`src/rtl/ata_tf_pkg.sv`:
```
// Package: shared offsets, bit positions and decode types of the
// task-file register block. Assumes a 3-bit offset and byte registers.
package ata_tf_pkg;
    localparam int BYTE_W    = 8;
    localparam int WORD_W    = 16;
    localparam int OFS_W     = 3;
    localparam int N_PAR     = 5;             // offsets 2..6
    localparam int PAR_BASE  = 2;
    localparam int PAR_DRVHD = N_PAR - 1;     // drive/head is the last one

    localparam logic [OFS_W-1:0] OFS_DATA    = 3'd0;
    localparam logic [OFS_W-1:0] OFS_ERRFEAT = 3'd1;
    localparam logic [OFS_W-1:0] OFS_STATCMD = 3'd7;
    localparam logic [OFS_W-1:0] OFS_DEVCTL  = 3'd6;

    localparam int SRST_BIT = 2;
    localparam int NIEN_BIT = 1;
    localparam int DRDY_BIT = 6;

    localparam logic [BYTE_W-1:0] STAT_RST = BYTE_W'(1) << DRDY_BIT;
    localparam logic [BYTE_W-1:0] ERR_RST  = 8'h01;

    // Read strobes produced by the decoder, one per readable register
    typedef struct packed {
        logic             data;
        logic             err;
        logic             stat;
        logic             alt;
        logic [N_PAR-1:0] par;
    } tf_rd_t;
endpackage

```
`src/rtl/ata_tf_decode.sv`:
```
// Decoder: classifies one host access into a read strobe, a write strobe
// or an illegal access. Purely combinational; assumes at most one access
// per cycle. Features writes are legal but raise no strobe.
module ata_tf_decode
    import ata_tf_pkg::*;
(
    input  logic               req_valid,
    input  logic               req_write,
    input  logic               req_ctl,
    input  logic               req_wide,
    input  logic [OFS_W-1:0]   req_ofs,
    output tf_rd_t             rd,
    output logic               wr_data,
    output logic               wr_cmd,
    output logic [N_PAR-1:0]   wr_par,
    output logic               wr_devctl,
    output logic               illegal
);
    // Offset and width classification of the current access
    always_comb begin
        rd        = '0;
        wr_data   = 1'b0;
        wr_cmd    = 1'b0;
        wr_par    = '0;
        wr_devctl = 1'b0;
        illegal   = 1'b0;
        if (req_valid) begin
            if (req_ctl) begin
                if (req_ofs == OFS_DEVCTL && !req_wide) begin
                    if (req_write) wr_devctl = 1'b1;
                    else           rd.alt    = 1'b1;
                end else begin
                    illegal = 1'b1;
                end
            end else if (req_ofs == OFS_DATA) begin
                if (!req_wide)      illegal   = 1'b1;
                else if (req_write) wr_data   = 1'b1;
                else                rd.data   = 1'b1;
            end else if (req_wide) begin
                illegal = 1'b1;
            end else if (req_ofs == OFS_ERRFEAT) begin
                if (!req_write) rd.err = 1'b1;
            end else if (req_ofs == OFS_STATCMD) begin
                if (req_write) wr_cmd  = 1'b1;
                else           rd.stat = 1'b1;
            end else begin
                for (int k = 0; k < N_PAR; k++) begin
                    if (req_ofs == OFS_W'(k + PAR_BASE)) begin
                        if (req_write) wr_par[k] = 1'b1;
                        else           rd.par[k] = 1'b1;
                    end
                end
            end
        end
    end
endmodule

```
`src/rtl/ata_tf_regs.sv`:
```
// Register file: parameter bytes, command code, data port, status and
// error, plus the registered read mux. Assumes decoded one-hot strobes.
// A host data write wins over a same-cycle protocol load of the data port.
module ata_tf_regs
    import ata_tf_pkg::*;
(
    input  logic               clk,
    input  logic               rst_n,
    input  tf_rd_t             rd,
    input  logic               wr_data,
    input  logic               wr_cmd,
    input  logic [N_PAR-1:0]   wr_par,
    input  logic [WORD_W-1:0]  wdata,
    input  logic               sm_stat_we,
    input  logic [BYTE_W-1:0]  sm_stat,
    input  logic               sm_err_we,
    input  logic [BYTE_W-1:0]  sm_err,
    input  logic               sm_data_we,
    input  logic [WORD_W-1:0]  sm_data,
    output logic [BYTE_W-1:0]  cmd_q,
    output logic [WORD_W-1:0]  rdata,
    output logic               rvalid
);
    logic [N_PAR-1:0][BYTE_W-1:0] par_q;
    logic [BYTE_W-1:0]            stat_q;
    logic [BYTE_W-1:0]            err_q;
    logic [WORD_W-1:0]            data_q;

    // One storage byte per parameter register
    for (genvar k = 0; k < N_PAR; k++) begin : g_par
        logic [BYTE_W-1:0] q;
        // Capture a host byte write to this parameter
        always_ff @(posedge clk) begin
            if (!rst_n)         q <= '0;
            else if (wr_par[k]) q <= wdata[BYTE_W-1:0];
        end
        assign par_q[k] = q;
    end

    // Command code captured on a command write
    always_ff @(posedge clk) begin
        if (!rst_n)      cmd_q <= '0;
        else if (wr_cmd) cmd_q <= wdata[BYTE_W-1:0];
    end

    // Status and error are owned by the protocol side
    always_ff @(posedge clk) begin
        if (!rst_n) begin
            stat_q <= STAT_RST;
            err_q  <= ERR_RST;
        end else begin
            if (sm_stat_we) stat_q <= sm_stat;
            if (sm_err_we)  err_q  <= sm_err;
        end
    end

    // Data port: host write has priority over a protocol load
    always_ff @(posedge clk) begin
        if (!rst_n)          data_q <= '0;
        else if (wr_data)    data_q <= wdata;
        else if (sm_data_we) data_q <= sm_data;
    end

    // Registered read mux, one cycle after the access
    always_ff @(posedge clk) begin
        if (!rst_n) begin
            rvalid <= 1'b0;
            rdata  <= '0;
        end else begin
            rvalid <= |rd;
            rdata  <= '0;
            if (rd.data)           rdata <= data_q;
            if (rd.err)            rdata <= WORD_W'(err_q);
            if (rd.stat || rd.alt) rdata <= WORD_W'(stat_q);
            for (int k = 0; k < N_PAR; k++)
                if (rd.par[k]) rdata <= WORD_W'(par_q[k]);
        end
    end
endmodule

```
`src/rtl/ata_tf_ctl.sv`:
```
// Control and events: soft-reset state, interrupt-disable flag, sticky
// access error and the single-cycle event strobes to the protocol side.
// Assumes decoded, mutually exclusive strobes at its inputs.
module ata_tf_ctl (
    input  logic clk,
    input  logic rst_n,
    input  logic wr_cmd,
    input  logic wr_sel,
    input  logic wr_data,
    input  logic rd_data,
    input  logic rd_stat,
    input  logic wr_devctl,
    input  logic srst_bit,
    input  logic nien_bit,
    input  logic illegal,
    output logic ev_cmd,
    output logic ev_sel,
    output logic ev_data_rd,
    output logic ev_data_wr,
    output logic ev_stat_rd,
    output logic ev_srst_set,
    output logic ev_srst_clr,
    output logic srst_active,
    output logic nien,
    output logic acc_err
);
    logic set_now;
    logic clr_now;

    assign set_now = wr_devctl && srst_bit;
    assign clr_now = wr_devctl && !srst_bit && srst_active;

    // Register the access events as one-cycle strobes
    always_ff @(posedge clk) begin
        if (!rst_n) begin
            ev_cmd      <= 1'b0;
            ev_sel      <= 1'b0;
            ev_data_rd  <= 1'b0;
            ev_data_wr  <= 1'b0;
            ev_stat_rd  <= 1'b0;
            ev_srst_set <= 1'b0;
            ev_srst_clr <= 1'b0;
        end else begin
            ev_cmd      <= wr_cmd;
            ev_sel      <= wr_sel;
            ev_data_rd  <= rd_data;
            ev_data_wr  <= wr_data;
            ev_stat_rd  <= rd_stat;
            ev_srst_set <= set_now;
            ev_srst_clr <= clr_now;
        end
    end

    // Soft-reset state and interrupt-disable flag from device control
    always_ff @(posedge clk) begin
        if (!rst_n) begin
            srst_active <= 1'b0;
            nien        <= 1'b0;
        end else if (wr_devctl) begin
            nien <= nien_bit;
            if (set_now)      srst_active <= 1'b1;
            else if (clr_now) srst_active <= 1'b0;
        end
    end

    // Sticky illegal-access flag, cleared only by reset
    always_ff @(posedge clk) begin
        if (!rst_n)       acc_err <= 1'b0;
        else if (illegal) acc_err <= 1'b1;
    end

    AST_SRST_SET_ENTERS: assert property (@(posedge clk) disable iff (!rst_n)
        ev_srst_set |-> srst_active);
    AST_SRST_CLR_LEAVES: assert property (@(posedge clk) disable iff (!rst_n)
        ev_srst_clr |-> !srst_active && $past(srst_active));
    AST_SRST_STATE_MOVES: assert property (@(posedge clk) disable iff (!rst_n)
        $rose(srst_active) |-> ev_srst_set);
    AST_ERR_STICKY: assert property (@(posedge clk) disable iff (!rst_n)
        acc_err |=> acc_err);
endmodule

```
`src/rtl/ata_taskfile.sv`:
```
// Top: one drive's task-file register block. Wires the decoder, the
// register file and the control/event logic. Assumes one host access
// per cycle; read data returns one cycle later.
module ata_taskfile
    import ata_tf_pkg::*;
(
    input  logic        clk,
    input  logic        rst_n,
    input  logic        host_valid,
    input  logic        host_write,
    input  logic        host_ctl,
    input  logic        host_wide,
    input  logic [2:0]  host_ofs,
    input  logic [15:0] host_wdata,
    output logic [15:0] host_rdata,
    output logic        host_rvalid,
    input  logic        sm_stat_we,
    input  logic [7:0]  sm_stat,
    input  logic        sm_err_we,
    input  logic [7:0]  sm_err,
    input  logic        sm_data_we,
    input  logic [15:0] sm_data,
    output logic [7:0]  cmd_code,
    output logic        ev_cmd,
    output logic        ev_sel,
    output logic        ev_data_rd,
    output logic        ev_data_wr,
    output logic        ev_stat_rd,
    output logic        ev_srst_set,
    output logic        ev_srst_clr,
    output logic        srst_active,
    output logic        nien,
    output logic        acc_err
);
    tf_rd_t           rd;
    logic             wr_data;
    logic             wr_cmd;
    logic [N_PAR-1:0] wr_par;
    logic             wr_devctl;
    logic             illegal;

    ata_tf_decode i_decode (
        .req_valid (host_valid),
        .req_write (host_write),
        .req_ctl   (host_ctl),
        .req_wide  (host_wide),
        .req_ofs   (host_ofs),
        .rd        (rd),
        .wr_data   (wr_data),
        .wr_cmd    (wr_cmd),
        .wr_par    (wr_par),
        .wr_devctl (wr_devctl),
        .illegal   (illegal)
    );

    ata_tf_regs i_regs (
        .clk        (clk),
        .rst_n      (rst_n),
        .rd         (rd),
        .wr_data    (wr_data),
        .wr_cmd     (wr_cmd),
        .wr_par     (wr_par),
        .wdata      (host_wdata),
        .sm_stat_we (sm_stat_we),
        .sm_stat    (sm_stat),
        .sm_err_we  (sm_err_we),
        .sm_err     (sm_err),
        .sm_data_we (sm_data_we),
        .sm_data    (sm_data),
        .cmd_q      (cmd_code),
        .rdata      (host_rdata),
        .rvalid     (host_rvalid)
    );

    ata_tf_ctl i_ctl (
        .clk         (clk),
        .rst_n       (rst_n),
        .wr_cmd      (wr_cmd),
        .wr_sel      (wr_par[PAR_DRVHD]),
        .wr_data     (wr_data),
        .rd_data     (rd.data),
        .rd_stat     (rd.stat),
        .wr_devctl   (wr_devctl),
        .srst_bit    (host_wdata[SRST_BIT]),
        .nien_bit    (host_wdata[NIEN_BIT]),
        .illegal     (illegal),
        .ev_cmd      (ev_cmd),
        .ev_sel      (ev_sel),
        .ev_data_rd  (ev_data_rd),
        .ev_data_wr  (ev_data_wr),
        .ev_stat_rd  (ev_stat_rd),
        .ev_srst_set (ev_srst_set),
        .ev_srst_clr (ev_srst_clr),
        .srst_active (srst_active),
        .nien        (nien),
        .acc_err     (acc_err)
    );

    AST_ONE_EVENT: assert property (@(posedge clk) disable iff (!rst_n)
        $onehot0({ev_cmd, ev_sel, ev_data_rd, ev_data_wr, ev_stat_rd,
                  ev_srst_set, ev_srst_clr}));
    AST_RVALID_AFTER_READ: assert property (@(posedge clk) disable iff (!rst_n)
        host_rvalid |-> $past(host_valid && !host_write));
    AST_WIDE_DATA_ONLY: assert property (@(posedge clk) disable iff (!rst_n)
        host_rvalid && $past(host_wide) |->
            $past(!host_ctl && host_ofs == OFS_DATA));
    AST_ILLEGAL_SILENT: assert property (@(posedge clk) disable iff (!rst_n)
        $rose(acc_err) |-> !host_rvalid && !ev_cmd && !ev_sel && !ev_data_wr
                           && !ev_srst_set && !ev_srst_clr);
endmodule

```
`config.mk`:
```
export PLATFORM = sky130hd
export DESIGN_NAME = ata_taskfile
export DESIGN_NICKNAME = d
export VERILOG_FILES = /design/src/rtl/ata_tf_pkg.sv /design/src/rtl/ata_tf_decode.sv /design/src/rtl/ata_tf_regs.sv /design/src/rtl/ata_tf_ctl.sv /design/src/rtl/ata_taskfile.sv
export SDC_FILE = /design/constraint.sdc
export NUM_CORES = 1
export LEC_CHECK = 0
export BUFFER_PORTS_ARGS = -buffer_cell sky130_fd_sc_hd__buf_2
export CORE_AREA = 8 8 103 105
export CTS_BUF_LIST = sky130_fd_sc_hd__clkbuf_2 sky130_fd_sc_hd__clkbuf_4 sky130_fd_sc_hd__clkbuf_8
export CTS_CLUSTER_SIZE = 25
export DETAILED_ROUTE_END_ITERATION = 10
export DIE_AREA = 0 0 111 113
export PLACE_DENSITY = 0.79
export SLEW_MARGIN = 15
export SYNTH_ARGS = -nofsm -noshare
export SYNTH_HDL_FRONTEND = slang
export SYNTH_SLANG_ARGS = --single-unit
```
`constraint.sdc`:
```
create_clock -name clk -period 2.07 [get_ports clk]
set_clock_uncertainty 0.15 [all_clocks]
set_input_delay 0 -clock clk [delete_from_list [all_inputs] [get_ports clk]]
set_output_delay 0 -clock clk [all_outputs]
set_load 0.01 [all_outputs]
```
Word-level counts from Yosys, hierarchy flattened
Cells that the tools add are included.

Register bits after elaboration: 107. Input port bits: 60. Output and inout port bits: 35. Logic and storage cells: 109.

Equality and inequality tests: 7. Mux-type cells: 65. Bitwise operators: 2. Reductions and logical operators: 13.

Operators with widths (count): 8-bit two-way mux (8); 5-bit two-way mux (11); 1-bit two-way mux (40); 16-bit two-way mux (2); 9-bit OR reduction (2); 3-bit equality test (second input constant) (4); 9-bit two-way mux (1); 3-bit by 2-bit equality test with 1-bit output (second input constant) (2); 1-bit logical AND (4); 2-bit two-way mux (2); 2-bit nonzero test (2); 3-bit by 1-bit equality test with 1-bit output (second input constant) (1); 3-bit zero test (1); 3-bit two-way mux (1); 1-bit zero test (2); 1-bit inverter (2); 2-bit AND reduction (1); 1-bit logical OR (1).

Depth between registers and ports, before layout
Depth in word-level cells: 16. Gate-level depth with buffers: 7. Gate-level depth less buffers: 4.

By module
Synthesis repeated with hierarchy kept, for this count alone.

Cell total of the unflattened synthesis: 502. Area, all modules: 4774.6 sq um.

By module, submodules not included: ata_tf_regs (instances 1, cells an instance 443, area an instance 4270.3 sq um, seq. area each 1941.9 sq um); ata_tf_ctl (instances 1, cells an instance 22, area an instance 289.0 sq um, seq. area each 200.2 sq um); ata_tf_decode (instances 1, cells an instance 37, area an instance 215.2 sq um, seq. area each 0.0 sq um).

Least setup slack after synthesis
Ideal clock, no wire load.

Path type: input port to flip-flop. Start: input host_ctl. End: register i_regs.g_par[2].q[0]. Library setup time: 0.128 ns. Arrival: 1.205 ns. Required time: 1.792 ns. Setup slack: 0.587 ns. Stages: 6. Path buffers: 2. Path through: buf_2 -> nand3b_1 -> or4_1 -> buf_2 -> mux2i_1 -> nor2_1.

Cells in the longest elaborated chain, start to end: 2.

Ends and longest elaborated chain: start: declaration (line ata_taskfile.sv:11) `input logic host_ctl,`; 5-bit two-way mux (line ata_tf_decode.sv:28) `if (req_ctl) begin`; 5-bit two-way mux (line ata_tf_decode.sv:27) `if (req_valid) begin`; end signal: assignment (line ata_tf_regs.sv:35) `else if (wr_par[k]) q <= wdata[BYTE_W-1:0];`; end: declaration (line ata_tf_regs.sv:31) `logic [BYTE_W-1:0] q;`.

No other way between the ends. A chain may end at the register's enable or synchronous reset.

Final worst setup path
Start: input host_ctl. End: register i_regs.data_q[14].

Cells in the longest elaborated chain, start to end: 3. Elaborated cells on any way between the ends: 4. Those cells by class: 3 x mux; 1 x reduce/logical.

Ends and longest elaborated chain: 1-bit two-way mux (*) (line ata_tf_decode.sv:28); 1-bit two-way mux (*) (line ata_tf_decode.sv:27); 16-bit two-way mux / 2-bit nonzero test (equally long branches); end signal: assignment (line ata_tf_regs.sv:60) `else if (wr_data) data_q <= wdata;`; end signal: assignment (line ata_tf_regs.sv:61) `else if (sm_data_we) data_q <= sm_data;`; end: declaration (line ata_tf_regs.sv:27) `logic [WORD_W-1:0] data_q;`.

Mark *: on every way between the ends. The rest lies on a longest branch, timed or not.

==> results.yml <==
run_status:
  run_status: "completed"
synth:
  syn_avg_cell_area_sq_um: 9.81
  yosys-top-cells-count: "dfxtp_1, nor2_1, mux2i_1"
  ys_ff_latch: 107
  netlist_area_sq_um: 4520
  synth_top_area_cell: "dfxtp_1"
  synth_flop_cell: "dfxtp_1"
  yosys_warnings: 0
  synth_nets: 521
  synth-async-reset-ratio_pct: 0
  yosys.cell_count.top_type: "dfxtp_1"
  yosysSeqAreaShare_pct: 47.4
  synthCells: 461
  synth.area.top_cells: "dfxtp_1, mux2i_1, nor2_1"
  yosysTopAreaCellShare_pct: 47.4
  synth_edf_count: 0
  yosysUniqueCellTypes: 47
sta:
  rsz0062_at_grt: "no"
  min_period_over_period_pct: 97.6
  finalSetupViolCount: 0
  min_period_ns: 2.02
  hold_viol: 0
  final.setup.tns_ns: 0
  relSlewSlack_pct: 57.0
  worst_pin_slew_ns: 0.640
  slew_violations: 0
  max_freq_ghz: 0.495
final_layout:
  fill_cells: 692
  num_antenna_cells: 0
  drive_above_1_share_pct: 21.3
  syn_to_final_growth_pct: 33.7
  fin_area_sq_um: 6050
  stdcell_count: 735
  fin_nets: 680
  multi_input_area_sq_um: 2220
  seqCellArea_sq_um: 2140
clock_network:
  clk_latency_ns: 0.37
  tritoncts: "done"
  cts_buffer_depth: 2
  numCtsBuffers: 9
  root_buffer: "clkbuf_8"
  postCtsSetupBuffers: 0
  cts_sinks: 107
  htree_num_levels: 3
  cts.clk_slew.worst_paths_ns: 0.11
power:
  p_int_mw: 2.81
  p_leak_nw: 2.85
  p_sw_share_pct: 26.4
  peakVddDrop_mv: 0.411
  seqPwrFrac_pct: 55.9
  total_power_mw: 3.82
  p_clk_share_pct: 31.1
  switching_power_mw: 1.01
  p_comb_share_pct: 13.0
  power.density_nw_per_um2: 631
place:
  placed_cell_area_sq_um: 5070
  port_buffers: 94
  gp_congestion: 0.918
  dpl.hpwl_um: 8640
  dp.cells: 642
worst_setup_path:
  critPathKind: "primary input to flip-flop"
  cp-end-kind: "flip-flop"
  r2r_slack_ns: 0.17
  r2r_start: "i_regs.stat_q[6]"
  cp_max_fo: 33
  arrival_ns: 2.19
  r2r_end: "i_regs.stat_q[6]"
  critPathRequiredTime_ns: 2.24
  critPathLaunchType: "primary input"
  r2r_cells: 4
grt:
  grtUsageTotal_pct: 22.0
  grt_overflow: 0
  grt_pass1_wl_um: 22500
  grt_max_degree: 34
  antenna_found_initial: 0
  grt_pass1_vias: 4357
route:
  routed_wl_um: 14000
  detail_route.first_pass.iterations: 6
  ant_nets: 0
  vias: 4193
  drt_iter0_markers: 383
  drc_errors: 0
  wl_per_cell_um: 19.0
  viasPerCell: 5.70
floorplan:
  start_util_pct: 50.4
  rows: 35
  dieArea_sq_um: 12500
  core_region_area_sq_um: 8980
  die_y_um: 113
  pin_count: 95
  die-width_um: 111
hold_path:
  hold_class: "primary input to flip-flop"
  hold_start: "host_valid"
  hold_end: "i_ctl.ev_stat_rd"
  min_path_cells: 3
job:
  maxCapViolations: 0
==> power by group through the flow <==
stage	clock, mW	sequential (mW)	combinational (mW)
after floorplan	0	2.17	0.216
after global placement	0	2.18	0.330
after detailed placement	0	2.18	0.341
after CTS	1.20	2.13	0.473
after global routing	1.29	2.14	0.526
final	1.19	2.14	0.494
==> cells by family after synthesis <==
logic type	share of synthesized area, %
compound gates	10.5
xor+xnor	0.194
buf+inv	3.71
flops	47.4
mux	19.9
simple gates	18.3
==> per-stage QoR <==
step	utilization [%]	hold slack [ns]	setup WS, ns
floorplan	-	-0.0217	0.587
global placement	56.5	0.0695	0.310
detailed placement	56.5	0.0788	0.233
CTS	67.1	0.0203	0.0613
global route	67.4	0.0390	0.00389
finish	67.4	0.0369	0.0487
==> worst max-delay path, stage by stage <==
cell,delay [ns]
dlygate4sd3_1,0.53
clkbuf_4,0.19
and3b_1,0.22
nand2_1,0.12
buf_12,0.20
nor2_1,0.08
a211oi_1,0.26
dlygate4sd3_1,0.59
==> repair_timing <==
action | CTS | global route
gates resized for setup | 0 | 5
hold buffers | 78 | 0
hold endpoints to repair | 87 | 0
setup endpoints to repair | 0 | 17
==> layer usage <==
layer / vias to the layer above / global-route usage, % / wire (um)
met1: 1993 / 23.5 / 5360
li1: 1942 / - / -
met2: 210 / 39.4 / 7080
met3: 48 / 5.77 / 985
met5: - / 0 / 0
met4: 0 / 10.6 / 534
==> cell type report <==
| class | instances | share of cell area, % |
|---|---|---|
| well taps | 111 | 2.30 |
| multi-input cells | 314 | 36.7 |
| repair buffers | 185 | 22.5 |
| clock inverters | 6 | 0.827 |
| flip-flops and latches | 107 | 35.4 |
| inverters | 3 | 0.186 |
| clock buffers | 9 | 2.05 |
==> flip-flops by register name, indices dropped and copies added (netlist names) <==
| name | flops |
|---|---|
| i_regs.err_q | 8 |
| i_ctl.ev_sel | 1 |
| i_ctl.ev_data_rd | 1 |
| i_ctl.ev_cmd | 1 |
| i_regs.data_q | 16 |
| i_regs.rdata | 16 |
| i_regs.stat_q | 8 |
| i_regs.cmd_q | 8 |
| i_ctl.ev_stat_rd | 1 |
| i_ctl.acc_err | 1 |
| i_ctl.ev_srst_clr | 1 |
| i_regs.rvalid | 1 |
| i_ctl.nien | 1 |
| i_ctl.ev_srst_set | 1 |
| i_ctl.srst_active | 1 |
| i_regs.g_par.q | 40 |
| i_ctl.ev_data_wr | 1 |
==> layout by cell type, fill, tap and decap left out, types with 9 or more instances in the layout <==
cell type	netlist	routed
dfxtp_1	107	107
nor2_1	99	99
buf_2	10	93
mux2i_1	89	89
dlygate4sd3_1	0	78
a211oi_1	17	17
buf_4	1	12
nor2b_1	11	11
and2_1	9	9
o22ai_1	9	9
clkbuf_8	0	9
==> how the worst max path moves through the flow <==
stage,from,end,cells after the start
floorplan,host_ctl,i_regs.g_par[2].q[0],6
global placement,host_ofs[0],i_regs.g_par[3].q[5],5
detailed placement,host_ofs[0],i_regs.g_par[3].q[5],5
CTS,host_ctl,i_regs.data_q[14],8
global route,host_ctl,i_regs.data_q[14],8
finish,host_ctl,i_regs.data_q[14],8
No activity file was read; power rests on OpenSTA's default activity.
